[config.mk]
export PLATFORM = sky130hd
export DESIGN_NAME = flash_erase_seq
export DESIGN_NICKNAME = d
export VERILOG_FILES = /design/src/rtl/fes_pkg.sv /design/src/rtl/fes_cmd_decode.sv /design/src/rtl/fes_cycle_timer.sv /design/src/rtl/fes_sector_set.sv /design/src/rtl/flash_erase_seq.sv
export SDC_FILE = /design/constraint.sdc
export NUM_CORES = 1
export LEC_CHECK = 0
export BUFFER_PORTS_ARGS = -buffer_cell sky130_fd_sc_hd__buf_2
export CAP_MARGIN = 0
export CORE_UTILIZATION = 48
export DETAILED_ROUTE_END_ITERATION = 6
export GPL_ROUTABILITY_DRIVEN = 0
export PLACE_DENSITY = 0.84
export SLEW_MARGIN = 10
export SYNTH_ARGS = -nofsm -noshare
export SYNTH_HDL_FRONTEND = slang
export SYNTH_HIERARCHICAL = 1
export SYNTH_SLANG_ARGS = --single-unit
[constraint.sdc]
create_clock -name clk -period 3.16 [get_ports clk]
set_input_delay 0.158 -clock clk [delete_from_list [all_inputs] [get_ports clk]]
set_output_delay 0.158 -clock clk [all_outputs]
set_load 0.05 [all_outputs]
[src/rtl/fes_pkg.sv]
package fes_pkg;

    localparam int KEY_ABITS = 11;

    localparam logic [KEY_ABITS-1:0] KEY_ADDR_A = 11'h555;
    localparam logic [KEY_ABITS-1:0] KEY_ADDR_B = 11'h2AA;

    localparam logic [7:0] CODE_KEY_A = 8'hAA;
    localparam logic [7:0] CODE_KEY_B = 8'h55;
    localparam logic [7:0] CODE_ARM   = 8'h80;
    localparam logic [7:0] CODE_CHIP  = 8'h10;
    localparam logic [7:0] CODE_SECT  = 8'h30;
    localparam logic [7:0] CODE_SUSP  = 8'hB0;

    typedef enum logic [3:0] {
        S_IDLE,
        S_KEY1,
        S_KEY2,
        S_ARMED,
        S_KEY3,
        S_KEY4,
        S_WINDOW,
        S_SECT_ERASE,
        S_CHIP_ERASE,
        S_SUSPEND
    } fes_state_e;

endpackage

[src/rtl/fes_cmd_decode.sv]
module fes_cmd_decode
    import fes_pkg::*;
#(
    parameter int ADDR_W = 12,
    parameter int DATA_W = 8,
    parameter int SECT_W = 3
) (
    input  logic [ADDR_W-1:0] addr,
    input  logic [DATA_W-1:0] data,
    output logic              is_key_a,
    output logic              is_key_b,
    output logic              is_arm,
    output logic              is_chip,
    output logic              is_sect,
    output logic              is_susp,
    output logic [SECT_W-1:0] sector
);
    logic [KEY_ABITS-1:0] low_addr;
    logic [7:0]           code;

    always_comb begin
        low_addr = addr[KEY_ABITS-1:0];
        code     = data[7:0];
        is_key_a = (low_addr == KEY_ADDR_A) && (code == CODE_KEY_A);
        is_key_b = (low_addr == KEY_ADDR_B) && (code == CODE_KEY_B);
        is_arm   = (low_addr == KEY_ADDR_A) && (code == CODE_ARM);
        is_chip  = (low_addr == KEY_ADDR_A) && (code == CODE_CHIP);
        is_sect  = (code == CODE_SECT);
        is_susp  = (code == CODE_SUSP);
        sector   = addr[ADDR_W-1 -: SECT_W];
    end
endmodule

[src/rtl/fes_cycle_timer.sv]
module fes_cycle_timer #(
    parameter int CNT_W = 6
) (
    input  logic             clk,
    input  logic             rst_n,
    input  logic             clr,
    input  logic             en,
    input  logic [CNT_W-1:0] limit,
    output logic             last
);
    logic [CNT_W-1:0] cnt;

    always_ff @(posedge clk) begin
        if (!rst_n || clr) begin
            cnt <= '0;
        end else if (en) begin
            cnt <= cnt + CNT_W'(1);
        end
    end

    assign last = (cnt == limit - CNT_W'(1));
endmodule

[src/rtl/fes_sector_set.sv]
module fes_sector_set #(
    parameter int NUM_SECT = 8,
    parameter int SECT_W   = 3
) (
    input  logic                clk,
    input  logic                rst_n,
    input  logic                clr,
    input  logic                fill,
    input  logic                set,
    input  logic [SECT_W-1:0]   set_idx,
    output logic [NUM_SECT-1:0] mask
);
    always_ff @(posedge clk) begin
        if (!rst_n || clr) begin
            mask <= '0;
        end else if (fill) begin
            mask <= '1;
        end else if (set) begin
            mask[set_idx] <= 1'b1;
        end
    end
endmodule

[src/rtl/flash_erase_seq.sv]
module flash_erase_seq
    import fes_pkg::*;
#(
    parameter int ADDR_W    = 12,
    parameter int DATA_W    = 8,
    parameter int NUM_SECT  = 8,
    parameter int WIN_CYC   = 8,
    parameter int ERASE_CYC = 12,
    parameter int CHIP_CYC  = 20
) (
    input  logic                clk,
    input  logic                rst_n,
    input  logic                wr_en,
    input  logic [ADDR_W-1:0]   wr_addr,
    input  logic [DATA_W-1:0]   wr_data,
    output logic                busy,
    output logic                win_closed,
    output logic                suspended,
    output logic [NUM_SECT-1:0] sect_mask
);
    localparam int SECT_W  = (NUM_SECT > 1) ? $clog2(NUM_SECT) : 1;
    localparam int MAX_A   = (WIN_CYC > ERASE_CYC) ? WIN_CYC : ERASE_CYC;
    localparam int MAX_CYC = (MAX_A > CHIP_CYC) ? MAX_A : CHIP_CYC;
    localparam int CNT_W   = $clog2(MAX_CYC + 1);

    fes_state_e state, nxt;

    logic              k_a, k_b, c_arm, c_chip, c_sect, c_susp;
    logic [SECT_W-1:0] sec_idx;
    logic              t_clr, t_en, t_last;
    logic [CNT_W-1:0]  t_limit;
    logic              m_clr, m_fill, m_set;

    fes_cmd_decode #(.ADDR_W(ADDR_W), .DATA_W(DATA_W), .SECT_W(SECT_W)) u_dec (
        .addr(wr_addr), .data(wr_data),
        .is_key_a(k_a), .is_key_b(k_b), .is_arm(c_arm), .is_chip(c_chip),
        .is_sect(c_sect), .is_susp(c_susp), .sector(sec_idx)
    );

    fes_cycle_timer #(.CNT_W(CNT_W)) u_tmr (
        .clk(clk), .rst_n(rst_n), .clr(t_clr), .en(t_en),
        .limit(t_limit), .last(t_last)
    );

    fes_sector_set #(.NUM_SECT(NUM_SECT), .SECT_W(SECT_W)) u_set (
        .clk(clk), .rst_n(rst_n), .clr(m_clr), .fill(m_fill),
        .set(m_set), .set_idx(sec_idx), .mask(sect_mask)
    );

    // state register
    always_ff @(posedge clk) begin
        if (!rst_n) state <= S_IDLE;
        else        state <= nxt;
    end

    // next state
    always_comb begin
        nxt = state;
        unique case (state)
            S_IDLE:       if (wr_en && k_a) nxt = S_KEY1;
            S_KEY1:       if (wr_en) nxt = k_b   ? S_KEY2  : S_IDLE;
            S_KEY2:       if (wr_en) nxt = c_arm ? S_ARMED : S_IDLE;
            S_ARMED:      if (wr_en) nxt = k_a   ? S_KEY3  : S_IDLE;
            S_KEY3:       if (wr_en) nxt = k_b   ? S_KEY4  : S_IDLE;
            S_KEY4: begin
                if (wr_en) begin
                    if (c_chip)      nxt = S_CHIP_ERASE;
                    else if (c_sect) nxt = S_WINDOW;
                    else             nxt = S_IDLE;
                end
            end
            S_WINDOW: begin
                if (wr_en) begin
                    if (c_sect)      nxt = S_WINDOW;
                    else if (c_susp) nxt = S_SUSPEND;
                    else             nxt = S_IDLE;
                end else if (t_last) begin
                    nxt = S_SECT_ERASE;
                end
            end
            S_SECT_ERASE: begin
                if (wr_en && c_susp) nxt = S_SUSPEND;
                else if (t_last)     nxt = S_IDLE;
            end
            S_CHIP_ERASE: if (t_last) nxt = S_IDLE;
            S_SUSPEND:    if (wr_en && c_sect) nxt = S_SECT_ERASE;
            default:      nxt = S_IDLE;
        endcase
    end

    // timer and set control
    always_comb begin
        t_clr = (state == S_KEY4) ||
                ((state == S_WINDOW) && ((wr_en && c_sect) || (nxt != S_WINDOW)));
        t_en  = (state == S_WINDOW) || (state == S_SECT_ERASE) || (state == S_CHIP_ERASE);
        unique case (state)
            S_WINDOW:     t_limit = CNT_W'(WIN_CYC);
            S_CHIP_ERASE: t_limit = CNT_W'(CHIP_CYC);
            default:      t_limit = CNT_W'(ERASE_CYC);
        endcase
        m_clr  = (nxt == S_IDLE);
        m_fill = (state == S_KEY4) && wr_en && c_chip;
        m_set  = ((state == S_KEY4) || (state == S_WINDOW)) && wr_en && c_sect;
    end

    // outputs
    always_comb begin
        busy       = (state == S_SECT_ERASE) || (state == S_CHIP_ERASE);
        win_closed = busy || (state == S_SUSPEND);
        suspended  = (state == S_SUSPEND);
    end
endmodule

==> impl_metrics.yaml <==
critical_path:
  path_class: "reg -> reg"
  cp_slowest_cell: "and4bb_4"
  worst-path-buf-inv: 2
  cp-end-kind: "flop"
  critPathArrivalTime_ns: 3.31
  cp-start-kind: "flop"
  cp_max_fo: 11
  critPathRequiredTime_ns: 3.41
  cp_top_family: "simple AND/OR/NAND/NOR gates"
  max_stage_delay_ns: 0.36
  worstPathCellList: "buf_4 -> and4bb_4 -> inv_2 -> nor4bb_2 -> o211ai_1 -> a311oi_2 -> nor2b_2 -> a311oi_2 -> a211oi_2 -> nand4_2 -> and4b_1 -> nor2_1 -> nand2b_4 -> nor2_1"
clock_network:
  cts_max_path_buffers: 2
  cts_tree: "done"
  cts-buffers-inserted: 3
  clk_pin_slew_ns: 0.11
  ctsHtreeMaxLevel: 1
  clock_latency_ns: 0.31
  clock_sinks: 17
  cts_hold_buf: 0
  root_buffer: "clkbuf_4"
cells_and_area:
  stdcell_area_um2: 1667
  num_antenna_cells: 0
  syn_to_final_growth_pct: 19.35
  final_core_util_pct: 60.44
  layout.nets: 235
  final_layout_size_suffix_gt1_share_pct: 31.10
worst_hold_path:
  hp-class: "in -> reg"
drt:
  drt_iter0_drc: 52
  drcViolationCount: 0
  drt-total-wl_um: 3406
  drtPass1Iterations: 4
  via_per_inst: 5.867
  via_count: 1408
  ant_nets: 0
  wl_per_cell_um: 14.19
synthesis:
  synthCells: 171
  yosys.area.top_type: "dfxtp_1"
  syn_avg_cell_area_um2: 8.166
  synth.yosys.seq_area_share_pct: 24.37
  ys.flop_type: "dfxtp_1"
  synth_seq_cells: 17
  synthTopCellsByArea: "dfxtp_1, nor2_1, a21oi_1, and4bb_1, nor2b_1"
  synth_area_um2: 1396
  yosys_warnings: 6
  ys_types: 53
  asyncSetResetFlopFracSynth_pct: 0
  yosysTopAreaCellShare_pct: 24.37
  synth-edff-count: 0
sta:
  fin_crit_ns: 3.065
  setup_tns_ns: 0
  fin_crit_sh_pct: 96.98
  slew_violations: 0
  finalHoldViolations: 0
  relSlewSlack_pct: 64.77
  setup_viol: 0
  fmax_ghz: 0.3263
  fin_worst_skew_ns: 0.004078
  max_slew.worst_pin.slew_ns: 0.5210
die:
  die_area_um2: 3129
  core_um2: 2758
  die_h_um: 55.94
  die_w_um: 55.94
  io_pins: 34
  start_util_pct: 50.64
  rows: 19
global_routing:
  grt_pass1_wl_um: 5582
  antenna_found_initial: 0
  grt_pass1_vias: 1337
  track_usage_pct: 21.98
  grt_max_degree: 17
  overflow: 0
placement:
  postPlaceCellArea_um2: 1585
  io_buffers: 33
  place_hpwl_um: 2478
power:
  power_density_nw_per_um2: 233.8
  power_leakage_nw: 0.6601
  max-vdd-ir-drop_uv: 197.1
status:
  status: "completed"
run:
  max_cap_viol_count: 0
-- kinds of logic (layout without fill, tap and decap cells) --
| group | after synthesis | count (layout) | synth area share [%] |
|---|---|---|---|
| muxes | 1 | 1 | 0.7169 |
| other | 1 | 5 | 0.2686 |
| and+or+nand+nor | 95 | 95 | 45.88 |
| AOI/OAI and AO/OA | 29 | 29 | 14.87 |
| xor gates and xnor gates | 9 | 9 | 5.645 |
| DFF | 17 | 17 | 24.37 |
| buffers and inverters | 17 | 51 | 6.451 |
| adders and majority gates | 2 | 2 | 1.792 |
-- Yosys cell counts (all sizes together), types with 2 or more instances --
cell	number
a211o	2
a21oi	10
a311oi	2
and2	3
and4b	3
and4bb	6
buf	8
dfxtp	17
ha	2
inv	8
nand2	10
nand2b	5
nand3	4
nand4	7
nand4b	4
nor2	17
nor2b	7
nor3	6
nor4	3
nor4b	5
nor4bb	4
o21ai	5
o31a	4
or3	4
or3b	2
xnor2	4
xor2	5
-- stage by stage --
stage / cells / worst slack [ns] / power (mW) / hold slack (ns)
2_1_floorplan: 175 / 0.1303 / 0.2422 / 0.2797
4_1_cts: 238 / 0.04420 / 0.3883 / 0.1284
3_3_place_gp: 234 / 0.07393 / 0.2616 / 0.4555
6_report: 240 / 0.09530 / 0.3896 / 0.1439
5_1_grt: 240 / -0.06009 / 0.4030 / 0.1543
3_5_place_dp: 234 / -0.05131 / 0.2623 / 0.4548
-- where the power goes --
part           total, mW  switching (mW)  internal [mW]
combinational     0.0459          0.0250         0.0209
clock              0.130          0.0812         0.0485
sequential         0.214    0.0000000463          0.214
-- layout by cell type (no fill, tap or decap), types with 2 or more instances in the layout --
cell type  instances
nor4b_1            5
and4bb_1           4
nand3_1            4
inv_2              2
nor4bb_1           3
nor3_1             4
nor2b_1            6
conb_1             5
buf_4              6
a21oi_1           10
o21ai_0            4
nor3_2             2
dfxtp_1           16
nand2_1           10
nand4_1            6
nor2_1            16
nand4b_1           4
nand2b_1           4
clkbuf_4           3
or3_1              3
and2_1             3
xnor2_1            4
xor2_1             5
o31a_1             4
ha_1               2
buf_2             33
nor4_1             3
and4b_1            3
inv_1              6
a311oi_2           2
-- registers in the layout (all words and copies together), names as in the netlist --
signal / count
u_set/mask: 8
state: 4
u_tmr/cnt: 5
-- tightest hold or removal path, stage by stage --
cell	delay, ns
buf_2	0.14
inv_1	0.08
a31oi_1	0.04
-- area by class of cell --
type	count	area [um^2]
clock buffer	3	22.52
clock inverter	1	7.507
fill	272	1091
inverter	8	30.03
multi-input combinational	141	1016
sequential	17	341.6
tap	31	38.79
timing repair buffer	39	210.2
-- layer usage --
| metal | track usage, % | share of wire [%] | vias up |
|---|---|---|---|
| met5 | 0 | 0 | - |
| met4 | 7.317 | 1.4 | 0 |
| met3 | 2.558 | 4.8 | 7 |
| met2 | 40.79 | 51 | 52 |
| met1 | 26.12 | 42 | 645 |
| li1 | - | - | 704 |
-- path summary, 6_finish.rpt --
check                start       endpoint  slack [ns]  cells past startpoint
max               state[3]   u_tmr/cnt[4]         0.1                     14
min reg2reg  u_set/mask[4]  u_set/mask[4]        0.49                      1
max reg2reg       state[3]   u_tmr/cnt[4]         0.1                     14
min                  rst_n       state[0]        0.14                      3
-- timing repair --
action,in CTS,in global routing
setup buffers,0,2
gates resized for setup,1,9
endpoints found under the setup margin,13,13
pin swaps,1,6
No activity file was read; power rests on OpenSTA's default activity.
